==> config.mk <==
export PLATFORM = sky130hd
export DESIGN_NAME = hitmem_region
export DESIGN_NICKNAME = d
export VERILOG_FILES = /design/src/rtl/hitmem_pkg.sv /design/src/rtl/hitmem_pix_edge.sv /design/src/rtl/hitmem_slot.sv /design/src/rtl/hitmem_order_fifo.sv /design/src/rtl/hitmem_region.sv
export SDC_FILE = /design/constraint.sdc
export NUM_CORES = 1
export LEC_CHECK = 0
export BUFFER_PORTS_ARGS = -buffer_cell sky130_fd_sc_hd__buf_2
export CAP_MARGIN = 5
export CORE_MARGIN = 1.5
export CORE_UTILIZATION = 56
export CTS_CLUSTER_SIZE = 40
export DETAILED_ROUTE_END_ITERATION = 10
export PLACE_DENSITY = 0.77
export SLEW_MARGIN = 20
export SYNTH_ARGS = -nofsm -noshare
export SYNTH_HDL_FRONTEND = slang
export SYNTH_SLANG_ARGS = --single-unit
==> constraint.sdc <==
create_clock -name clk -period 3.55 [get_ports clk]
set_input_delay 0.71 -clock clk [delete_from_list [all_inputs] [get_ports clk]]
set_output_delay 0.71 -clock clk [all_outputs]
set_load 0.01 [all_outputs]
==> src/rtl/hitmem_pkg.sv <==
`timescale 1ns/1ps
package hitmem_pkg;
  localparam int NPIX  = 4;
  localparam int TOT_W = 4;

  typedef enum logic [1:0] {
    SLOT_FREE   = 2'd0,
    SLOT_WAIT   = 2'd1,
    SLOT_QUEUED = 2'd2
  } slot_state_e;

  // saturating increment of one amplitude nibble
  function automatic logic [TOT_W-1:0] tot_step(input logic [TOT_W-1:0] cur);
    return (cur == {TOT_W{1'b1}}) ? cur : cur + 1'b1;
  endfunction

  // initial amplitudes: one crossing for every pixel that rose
  function automatic logic [NPIX*TOT_W-1:0] tot_seed(input logic [NPIX-1:0] m);
    logic [NPIX*TOT_W-1:0] r;
    r = '0;
    for (int p = 0; p < NPIX; p++) begin
      if (m[p]) r[p*TOT_W +: TOT_W] = TOT_W'(1);
    end
    return r;
  endfunction
endpackage

==> src/rtl/hitmem_pix_edge.sv <==
`timescale 1ns/1ps
module hitmem_pix_edge
  import hitmem_pkg::*;
(
  input  logic            clk,
  input  logic            rst_n,
  input  logic [NPIX-1:0] disc,
  output logic [NPIX-1:0] rise
);
  logic [NPIX-1:0] disc_q;

  always_ff @(posedge clk or negedge rst_n) begin
    if (!rst_n) disc_q <= '0;
    else        disc_q <= disc;
  end

  assign rise = disc & ~disc_q;
endmodule

==> src/rtl/hitmem_slot.sv <==
`timescale 1ns/1ps
module hitmem_slot
  import hitmem_pkg::*;
#(
  parameter int BX_W = 8
) (
  input  logic                   clk,
  input  logic                   rst_n,
  input  logic                   alloc,
  input  logic [BX_W-1:0]        alloc_stamp,
  input  logic [NPIX-1:0]        alloc_mask,
  input  logic [NPIX-1:0]        tot_inc,
  input  logic [BX_W-1:0]        bx,
  input  logic [BX_W-1:0]        latency,
  input  logic                   trig,
  input  logic                   release_i,
  output slot_state_e            state,
  output logic [BX_W-1:0]        stamp,
  output logic [NPIX-1:0]        mask,
  output logic [NPIX*TOT_W-1:0]  tot,
  output logic                   due_hit,
  output logic                   due_miss
);
  slot_state_e            state_q;
  logic [BX_W-1:0]        stamp_q;
  logic [NPIX-1:0]        mask_q;
  logic [NPIX*TOT_W-1:0]  tot_q;
  logic                   due;

  // judgement crossing: stamp plus latency, modulo the counter range
  function automatic logic deadline_due(input logic [BX_W-1:0] st,
                                        input logic [BX_W-1:0] lat,
                                        input logic [BX_W-1:0] now);
    logic [BX_W-1:0] sum;
    sum = st + lat;
    return sum == now;
  endfunction

  assign due      = (state_q == SLOT_WAIT) && deadline_due(stamp_q, latency, bx);
  assign due_hit  = due && trig;
  assign due_miss = due && !trig;

  always_ff @(posedge clk or negedge rst_n) begin
    if (!rst_n) begin
      state_q <= SLOT_FREE;
      stamp_q <= '0;
      mask_q  <= '0;
      tot_q   <= '0;
    end else begin
      unique case (state_q)
        SLOT_FREE: begin
          if (alloc) begin
            state_q <= SLOT_WAIT;
            stamp_q <= alloc_stamp;
            mask_q  <= alloc_mask;
            tot_q   <= tot_seed(alloc_mask);
          end
        end
        SLOT_WAIT: begin
          for (int p = 0; p < NPIX; p++) begin
            if (tot_inc[p]) tot_q[p*TOT_W +: TOT_W] <= tot_step(tot_q[p*TOT_W +: TOT_W]);
          end
          if (due) state_q <= trig ? SLOT_QUEUED : SLOT_FREE;
        end
        SLOT_QUEUED: begin
          if (release_i) state_q <= SLOT_FREE;
        end
        default: state_q <= SLOT_FREE;
      endcase
    end
  end

  assign state = state_q;
  assign stamp = stamp_q;
  assign mask  = mask_q;
  assign tot   = tot_q;
endmodule

==> src/rtl/hitmem_order_fifo.sv <==
`timescale 1ns/1ps
module hitmem_order_fifo #(
  parameter int DEPTH = 5,
  parameter int IDX_W = 3
) (
  input  logic             clk,
  input  logic             rst_n,
  input  logic             push,
  input  logic [IDX_W-1:0] push_idx,
  input  logic             pop,
  output logic [IDX_W-1:0] head_idx,
  output logic             nonempty
);
  localparam int PTR_W = (DEPTH > 1) ? $clog2(DEPTH) : 1;
  localparam int CNT_W = $clog2(DEPTH + 1);

  logic [IDX_W-1:0] mem [DEPTH];
  logic [PTR_W-1:0] wr_q, rd_q;
  logic [CNT_W-1:0] cnt_q;

  function automatic logic [PTR_W-1:0] ptr_next(input logic [PTR_W-1:0] p);
    return (p == PTR_W'(DEPTH - 1)) ? '0 : p + 1'b1;
  endfunction

  always_ff @(posedge clk) begin
    if (push) mem[wr_q] <= push_idx;
  end

  always_ff @(posedge clk or negedge rst_n) begin
    if (!rst_n) begin
      wr_q  <= '0;
      rd_q  <= '0;
      cnt_q <= '0;
    end else begin
      if (push) wr_q <= ptr_next(wr_q);
      if (pop)  rd_q <= ptr_next(rd_q);
      cnt_q <= cnt_q + CNT_W'(push) - CNT_W'(pop);
    end
  end

  assign head_idx = mem[rd_q];
  assign nonempty = (cnt_q != '0);
endmodule

==> src/rtl/hitmem_region.sv <==
`timescale 1ns/1ps
module hitmem_region
  import hitmem_pkg::*;
#(
  parameter int N_SLOTS = 5,
  parameter int BX_W    = 8,
  parameter int LOSS_W  = 8
) (
  input  logic                  clk,
  input  logic                  rst_n,
  input  logic [NPIX-1:0]       pix_disc,
  input  logic [BX_W-1:0]       bx_cnt,
  input  logic [BX_W-1:0]       latency,
  input  logic                  trig,
  input  logic                  eoc_ready,
  output logic                  eoc_valid,
  output logic [BX_W-1:0]       eoc_stamp,
  output logic [NPIX-1:0]       eoc_mask,
  output logic [NPIX*TOT_W-1:0] eoc_tot,
  output logic [LOSS_W-1:0]     loss_count
);
  localparam int IDX_W = (N_SLOTS > 1) ? $clog2(N_SLOTS) : 1;
  localparam int NPOW  = 1 << IDX_W;

  // named internal events, brought out for the checker
  logic [NPIX-1:0]    rise;
  logic               hit_evt;
  logic               pool_full;
  logic               alloc_evt;
  logic               drop_evt;
  logic               pop_evt;
  logic [N_SLOTS-1:0] free_vec;
  logic [N_SLOTS-1:0] alloc_vec;
  logic [N_SLOTS-1:0] resolve_hit_vec;
  logic [N_SLOTS-1:0] resolve_miss_vec;
  logic [N_SLOTS-1:0] release_vec;
  logic [NPOW-1:0]    decided_pad;
  logic [IDX_W-1:0]   alloc_idx;
  logic [IDX_W-1:0]   push_idx;
  logic [IDX_W-1:0]   head_idx;
  logic               queue_nonempty;

  slot_state_e           slot_state [N_SLOTS];
  logic [BX_W-1:0]       slot_stamp [N_SLOTS];
  logic [NPIX-1:0]       slot_mask  [N_SLOTS];
  logic [NPIX*TOT_W-1:0] slot_tot   [N_SLOTS];
  logic [NPIX-1:0]       slot_inc   [N_SLOTS];

  logic [NPIX-1:0]       active_q;
  logic [IDX_W-1:0]      owner_q [NPIX];
  logic [LOSS_W-1:0]     loss_q;

  // isolate the lowest set bit: the lowest-numbered free slot wins
  function automatic logic [N_SLOTS-1:0] lowest_one(input logic [N_SLOTS-1:0] v);
    return v & (~v + 1'b1);
  endfunction

  function automatic logic [IDX_W-1:0] onehot_idx(input logic [N_SLOTS-1:0] v);
    logic [IDX_W-1:0] r;
    r = '0;
    for (int i = 0; i < N_SLOTS; i++) begin
      if (v[i]) r = r | IDX_W'(i);
    end
    return r;
  endfunction

  function automatic logic [LOSS_W-1:0] sat_inc(input logic [LOSS_W-1:0] c);
    return (c == {LOSS_W{1'b1}}) ? c : c + 1'b1;
  endfunction

  hitmem_pix_edge u_edge (
    .clk  (clk),
    .rst_n(rst_n),
    .disc (pix_disc),
    .rise (rise)
  );

  assign hit_evt   = |rise;
  assign pool_full = ~|free_vec;
  assign alloc_evt = hit_evt && !pool_full;
  assign drop_evt  = hit_evt && pool_full;
  assign alloc_vec = alloc_evt ? lowest_one(free_vec) : '0;
  assign alloc_idx = onehot_idx(alloc_vec);

  assign pop_evt     = eoc_valid && eoc_ready;
  assign release_vec = pop_evt ? (N_SLOTS'(1) << head_idx) : '0;
  assign decided_pad = NPOW'(resolve_hit_vec | resolve_miss_vec);

  for (genvar s = 0; s < N_SLOTS; s++) begin : g_slot
    for (genvar p = 0; p < NPIX; p++) begin : g_inc
      assign slot_inc[s][p] = active_q[p] && (owner_q[p] == IDX_W'(s)) && pix_disc[p];
    end

    hitmem_slot #(.BX_W(BX_W)) u_slot (
      .clk        (clk),
      .rst_n      (rst_n),
      .alloc      (alloc_vec[s]),
      .alloc_stamp(bx_cnt),
      .alloc_mask (rise),
      .tot_inc    (slot_inc[s]),
      .bx         (bx_cnt),
      .latency    (latency),
      .trig       (trig),
      .release_i  (release_vec[s]),
      .state      (slot_state[s]),
      .stamp      (slot_stamp[s]),
      .mask       (slot_mask[s]),
      .tot        (slot_tot[s]),
      .due_hit    (resolve_hit_vec[s]),
      .due_miss   (resolve_miss_vec[s])
    );

    assign free_vec[s] = (slot_state[s] == SLOT_FREE);
  end

  // which slot each pixel's ongoing pulse belongs to
  always_ff @(posedge clk or negedge rst_n) begin
    if (!rst_n) begin
      active_q <= '0;
      for (int p = 0; p < NPIX; p++) owner_q[p] <= '0;
    end else begin
      for (int p = 0; p < NPIX; p++) begin
        if (rise[p] && alloc_evt) begin
          active_q[p] <= 1'b1;
          owner_q[p]  <= alloc_idx;
        end else if (!pix_disc[p] || decided_pad[owner_q[p]]) begin
          active_q[p] <= 1'b0;
        end
      end
    end
  end

  // at most one slot is judged per crossing, so one push per cycle
  assign push_idx = onehot_idx(resolve_hit_vec);

  hitmem_order_fifo #(.DEPTH(N_SLOTS), .IDX_W(IDX_W)) u_order (
    .clk     (clk),
    .rst_n   (rst_n),
    .push    (|resolve_hit_vec),
    .push_idx(push_idx),
    .pop     (pop_evt),
    .head_idx(head_idx),
    .nonempty(queue_nonempty)
  );

  always_ff @(posedge clk or negedge rst_n) begin
    if (!rst_n)        loss_q <= '0;
    else if (drop_evt) loss_q <= sat_inc(loss_q);
  end

  assign eoc_valid  = queue_nonempty;
  assign eoc_stamp  = slot_stamp[head_idx];
  assign eoc_mask   = slot_mask[head_idx];
  assign eoc_tot    = slot_tot[head_idx];
  assign loss_count = loss_q;
endmodule

== Word-level counts from Yosys, hierarchy flattened ==
Memories as Yosys holds them, arrays and structs flattened.
Index checks and enable logic that the tools add are counted.
Storage, ports and cells
  flip-flop bits (word level): 187
  latch bits: 0
  bits in writable memories: 15
  ROM bits: 0
  bits of input ports: 24
  output and inout bits: 37
  memories: 1
Cells by class
  add/subtract/negate cells: 31
  multipliers: 0
  div/mod/pow operators: 0
  order comparisons: 5
  equal/unequal tests: 109
  shift operators: 1
  multiplexer cells: 114
  bitwise operators: 7
  reduce and logical (&&, ||, !) cells: 125
Memory list
  u_order.mem: words 5, bits a word 3, read ports 1, clocked after Yosys merged registers in 0, write ports 1, line hitmem_order_fifo.sv:17  | logic [IDX_W-1:0] mem [DEPTH];
Operators by type and width (count)
  two-way mux 4 bit: 42
  one-hot mux 16 bit (2 select lines): 5
  two-way mux 16 bit: 7
  adder 4 x 1 -> 4 bit, second input constant: 20
  equality test 4 bit, second input constant: 20
  AND reduction 4 bit: 20
  logical AND 1 bit: 62
  != test 2 x 1 -> 1 bit, second input constant: 30
  != test 2 bit, second input constant: 25
  binary-select mux 16 bit (select 3 bit): 1
  adder 8 bit: 5
  equality test 8 bit: 5
  two-way mux 2 bit: 20
  one-hot mux 2 bit (3 select lines): 5
  binary-select mux 8 bit (select 3 bit): 1
  equality test 3 x 2 -> 1 bit, second input constant: 8
  two-way mux 1 bit: 20
  equality test 3 bit, second input constant: 6
  nonzero test 2 bit: 9
  < comparator 3 x 4 -> 1 bit, second input constant: 4
  two-way mux 8 bit: 2
  AND reduction 3 bit: 5
  binary-select mux 1 bit (select 3 bit): 4
  binary-select mux 4 bit (select 3 bit): 1
  28 further kinds: 65

== Logic depth before layout (Yosys ltp) ==
  depth in word-level cells: 10
  mapped depth: 14

== Modules after synthesis ==
Synthesis repeated with hierarchy kept, for this count alone.
Unflattened totals
  cells, all modules: 1344
  area total of the unflattened synthesis: 12513.3 sq um
By module, submodules not included
  hitmem_slot (g_slot[0].u_slot ...): instances 3, cells an instance 188, area each 1711.6 sq um, sequential area each 750.7 sq um
  hitmem_region: instances 1, cells an instance 303, area each 2626.3 sq um, sequential area each 600.6 sq um
  hitmem_slot (g_slot[4].u_slot): instances 1, cells an instance 193, area each 1761.7 sq um, sequential area each 750.7 sq um
  hitmem_slot (g_slot[3].u_slot): instances 1, cells an instance 190, area each 1752.9 sq um, sequential area each 750.7 sq um
  hitmem_order_fifo: instances 1, cells an instance 86, area each 1082.3 sq um, sequential area each 675.6 sq um
  hitmem_pix_edge: instances 1, cells an instance 8, area each 155.1 sq um, sequential area each 100.1 sq um

== Least setup slack after synthesis ==
Ideal clock, no wire load.
  path kind: input-to-reg
  start: in latency[1]
  end: reg u_order.cnt_q[2]
  data arrival time: 3.741 ns
  required time: 3.427 ns
  setup slack: -0.313 ns
  stages: 13
  cells stage by stage: inv_1 > fa_1 > xor2_1 > o311ai_1 > a211oi_1 > o2111ai_1 > nor4_4 > o41ai_4 > ha_1 > inv_1 > ha_1 > fa_1 > xnor2_1
Between the ends
  longest elaborated chain between the ends: 7
  elaborated cells between the ends (all ways): 23
  those cells by class: add/sub: 7; eq/ne: 5; reduce/logical: 11
Ends and longest elaborated chain
  start: declaration: line hitmem_region.sv:13  | input logic [BX_W-1:0] latency,
  adder 8 bit: line hitmem_slot.sv:35  | sum = st + lat;
  equality test 8 bit: line hitmem_slot.sv:36  | return sum == now;
  logical AND 1 bit: line hitmem_slot.sv:39  | assign due = (state_q == SLOT_WAIT) && deadline_due(stamp_q, latency, bx);
  logical AND 1 bit: line hitmem_slot.sv:40  | assign due_hit = due && trig;
  OR reduction 5 bit *: line hitmem_region.sv:139  | .push (|resolve_hit_vec),
  adder 3 x 1 -> 3 bit *: line hitmem_order_fifo.sv:37  | cnt_q <= cnt_q + CNT_W'(push) - CNT_W'(pop);
  subtractor 3 x 1 -> 3 bit *: line hitmem_order_fifo.sv:37
  end signal: assignment: line hitmem_order_fifo.sv:37
  end: declaration: line hitmem_order_fifo.sv:19  | logic [CNT_W-1:0] cnt_q;
Every way passes the cells marked *; elsewhere a longest branch is shown, timed or not.
A chain may end at the register's enable or synchronous reset.

== Worst setup path after layout ==
  start: reg u_order.rd_q[0]
  end: out eoc_stamp[2]
Between the ends
  longest elaborated chain between the ends: 5
Ends and longest elaborated chain
  start: declaration: line hitmem_order_fifo.sv:18  | logic [PTR_W-1:0] wr_q, rd_q;
  start signal: assignment: line hitmem_order_fifo.sv:36  | if (pop) rd_q <= ptr_next(rd_q);
  memory (5 x 3 bit)
  inverter 3 -> 4 bit (implied by the code): line hitmem_region.sv:152  | assign eoc_stamp = slot_stamp[head_idx];
  binary-select mux 8 bit (select 3 bit): line hitmem_region.sv:152
  two-way mux 8 bit (implied by the code) (2 in a row): line hitmem_region.sv:152
  end: declaration: line hitmem_region.sv:17  | output logic [BX_W-1:0] eoc_stamp,
Every way passes these cells. The select of a mux whose other input is x is not followed.

==> reports/metrics.csv <==
metric,value,unit
status,finished with violations,
violated checks,setup timing,
max-cap check violation count,0,
io pins,61,
Worst path max stage delay,540,ps
# clock sinks,202,
"count leader, synth",nand2_1,
Clock Skew,30.6,ps
Fmax achieved,279,MHz
PortBufs,60,
Synth Net Count,1363,
fill count,1647,
root buffer cell,clkbuf_16,
core area,0.0217,mm2
area post-placement,0.0139,mm2
drt first pass iters,6,
number of instances in the placed design,1686,
cell count along the critical path,6,
largest net degree at the start of global routing,90,
clock tree buffer depth,3,
vias in the first global route,11000,
via count,11000,
CTS tree,yes,
sequential standard cell area,0.00513,mm2
Worst VDD drop,0.000600,V
max-slew violation count,0,
Worst Hold Slack,192,ps
initial antenna violation count,1,
final RePlAce weighted congestion,0.972,
initial core utilization,0.569,
first-pass GRT wire length,57.9,mm
register share of total power,0.287,
"Hold Vio Cnt, Final",0,
CP most frequent cell,mux4_2,
Global Route Usage Sum,0.333,
"Reg clk slew, reported paths",60,ps
power density over the cells,917,mW/mm2
Crit path required time,2840,ps
Main synth FF type,dfrtp_1,
Die ar.,0.0229,mm2
CTS Hold Buffers Added,0,
"Slowest-stage cell, CP",mux4_2,
CP arrival,2870,ps
Yosys cell types,72,
Skew-Pair Late Insertion Delay,550,ps
fin util,0.688,
worst-margin pin slew,820,ps
sw power,0.00589,W
hold crit path type,input port to asynchronous set/reset pin,
Initial DRC Count,905,
H-tree levels,1,
Post-synth ARST share,0.926,
Antenna Violating Nets Remaining,0,
layout cell share with drive strength beyond 1,0.218,
"top cells by area, synth","dfrtp_1, nand2_1, ha_1, mux4_2, xor2_1",
Critical Path Sink Type,primary output,
Comb pwr share,0.532,
Rows,54,
Yosys reg bits,202,
RSZ-0062 raised after global routing,true,
FF-to-FF path depth,14,
total CTS buffers,24,
vias per cell,6.32,
"area leader, netlist",dfrtp_1,
final wirelength,36.8,mm
Yosys warnings,0,
Syn Inst Count,1271,
post-route minimum period,3580,ps
Net Sw Frac,0.431,
grt ovf,0,
Clk pwr share,0.180,
CP Max Fanout,16,
Layout Nets,1535,
DRC errors left,0,
final instance area,0.0149,mm2
register area share after synthesis,0.416,
"CP delay by family, top",multiplexers,
# setup viols final,12,
Slew Limit Headroom,0.453,
Yosys top cell area share,0.379,
Pwr Total,0.0137,W
Post-DP HPWL,26.1,mm
Buf/Inv on CP,2,
final setup margin,-29.8,ps
critical path launch point type,register,
number of flops mapped to enable cells by yosys,15,
Die Y,151,um
Syn-to-layout area delta,21.0,%
DR WL/cell,21.1,um
"Cell Chain, Critical Path",mux4_2 > mux2i_4 > buf_12 > mux4_2 > a22o_1 > buf_2,
area of the multi-input gates,0.00700,mm2
Die X,151,um
Lkg Pwr,6.90,nW
syn avg cell area,9.70,um2
CP Class,register to primary output,
diode count,0,
Post-synth top cells,"nand2_1, dfrtp_1, nor2_1",
Tcrit/Tclk final,1.01,
P_int,0.00779,W
Final Instance Count excl. Fillers,1741,
Netlist Area Pre-Place,0.0123,mm2
==> state kept, by name (all words and copies together), names as in the netlist <==
register	count
g_slot.u_slot.tot	80
u_order.wr_q	3
u_order.mem	15
u_order.rd_q	3
loss_count	8
g_slot.u_slot.state	10
u_edge.disc_q	4
g_slot.u_slot.stamp	40
active_q	4
g_slot.u_slot.mask	20
owner_q	12
u_order.cnt_q	3
==> power by group through the flow <==
stage                     logic (W)  clock network, W  registers [W]
final                       0.00728           0.00247        0.00393
after global routing        0.00788           0.00258        0.00402
after CTS                   0.00716           0.00250        0.00390
after detailed placement    0.00686                 0        0.00394
after global placement      0.00669                 0        0.00392
after floorplan             0.00453                 0        0.00361
==> placed cells by master (no fill, tap or decap), types with 17 or more instances in the layout <==
master     Yosys  final
a21oi_1       38     37
nor3_1        20     17
a21o_1        17     17
nand4_1       30     30
xnor2_1       39     39
a22o_1        37     37
nor4_1        19     17
a31oi_1       22     22
inv_1         30     27
nor2_1       109    108
clkbuf_16      0     25
nand2_1      217    217
xor2_1        60     60
mux4_2        31     31
o21ai_0       17     17
dfrtp_1      187    186
o21ai_1       44     44
buf_4          1    139
nand3_1       36     36
buf_2          7     59
ha_1          62     59
==> worst reg2reg max path: stages (launching register included) <==
cell and delay, ps:
dfrtp_1 430, ha_4 160, inv_2 30, fa_1 480, xor2_1 180, o311ai_1 120
a211oi_1 240, o2111ai_2 240, nor4_4 360, o41ai_4 130, ha_1 300, inv_1 40
ha_2 170, fa_2 350, xnor2_1 140
==> timing repair <==
item / CTS / global route
endpoints found under the hold margin: 0 / 0
cloned: 2 / 0
pin swaps: 11 / 6
setup buffers: 8 / 1
setup endpoints to repair: 30 / 33
resized for setup: 3 / 2
==> kinds of logic after synthesis <==
family | synth area share
simple gates | 0.183
xor+xnor | 0.0756
flops | 0.416
fa+ha+maj | 0.0726
buf+inv | 0.0285
compound gates | 0.160
mux | 0.0640
==> through the flow <==
stage,setup WS [ps],setup TNS (ps)
2_1_floorplan,-223,-393
3_3_place_gp,-339,-1950
3_5_place_dp,-446,-3160
4_1_cts,-42.5,-450
5_1_grt,-111,-1880
6_report,-29.8,-215
==> area by class of cell <==
cell class / instances / share of cell area
inverter: 30 / 0.00780
clock inverter: 8 / 0.00495
sequential: 202 / 0.344
clock buffer: 36 / 0.0494
tap: 280 / 0.0235
timing repair buffer: 206 / 0.101
multi-input combinational: 979 / 0.469
==> layer usage <==
layer / track usage / vias to the layer above / share of wire
li1: - / 5001 / -
met1: 0.427 / 5401 / 0.40
met2: 0.538 / 485 / 0.46
met3: 0.0687 / 122 / 0.085
met4: 0.161 / 0 / 0.049
met5: 0 / - / 0
==> path summary, 6_finish.rpt <==
path	start	to	slack, ps
setup / recovery	u_order.rd_q[0]$_DFFE_PN0P_	eoc_stamp[2]	-30
max in group asynchronous	rst_n	g_slot[4].u_slot.stamp[5]$_DFFE_PN0P_	2480
setup reg to reg	g_slot[4].u_slot.stamp[0]$_DFFE_PN0P_	u_order.cnt_q[2]$_DFF_PN0_	70
hold reg to reg	g_slot[0].u_slot.mask[2]$_DFFE_PN0P_	g_slot[0].u_slot.mask[2]$_DFFE_PN0P_	470
min in group clk	pix_disc[0]	u_edge.disc_q[0]$_DFF_PN0_	320
hold / removal	rst_n	g_slot[3].u_slot.stamp[2]$_DFFE_PN0P_	190
Note: power is estimated with default switching activity, not from simulation.
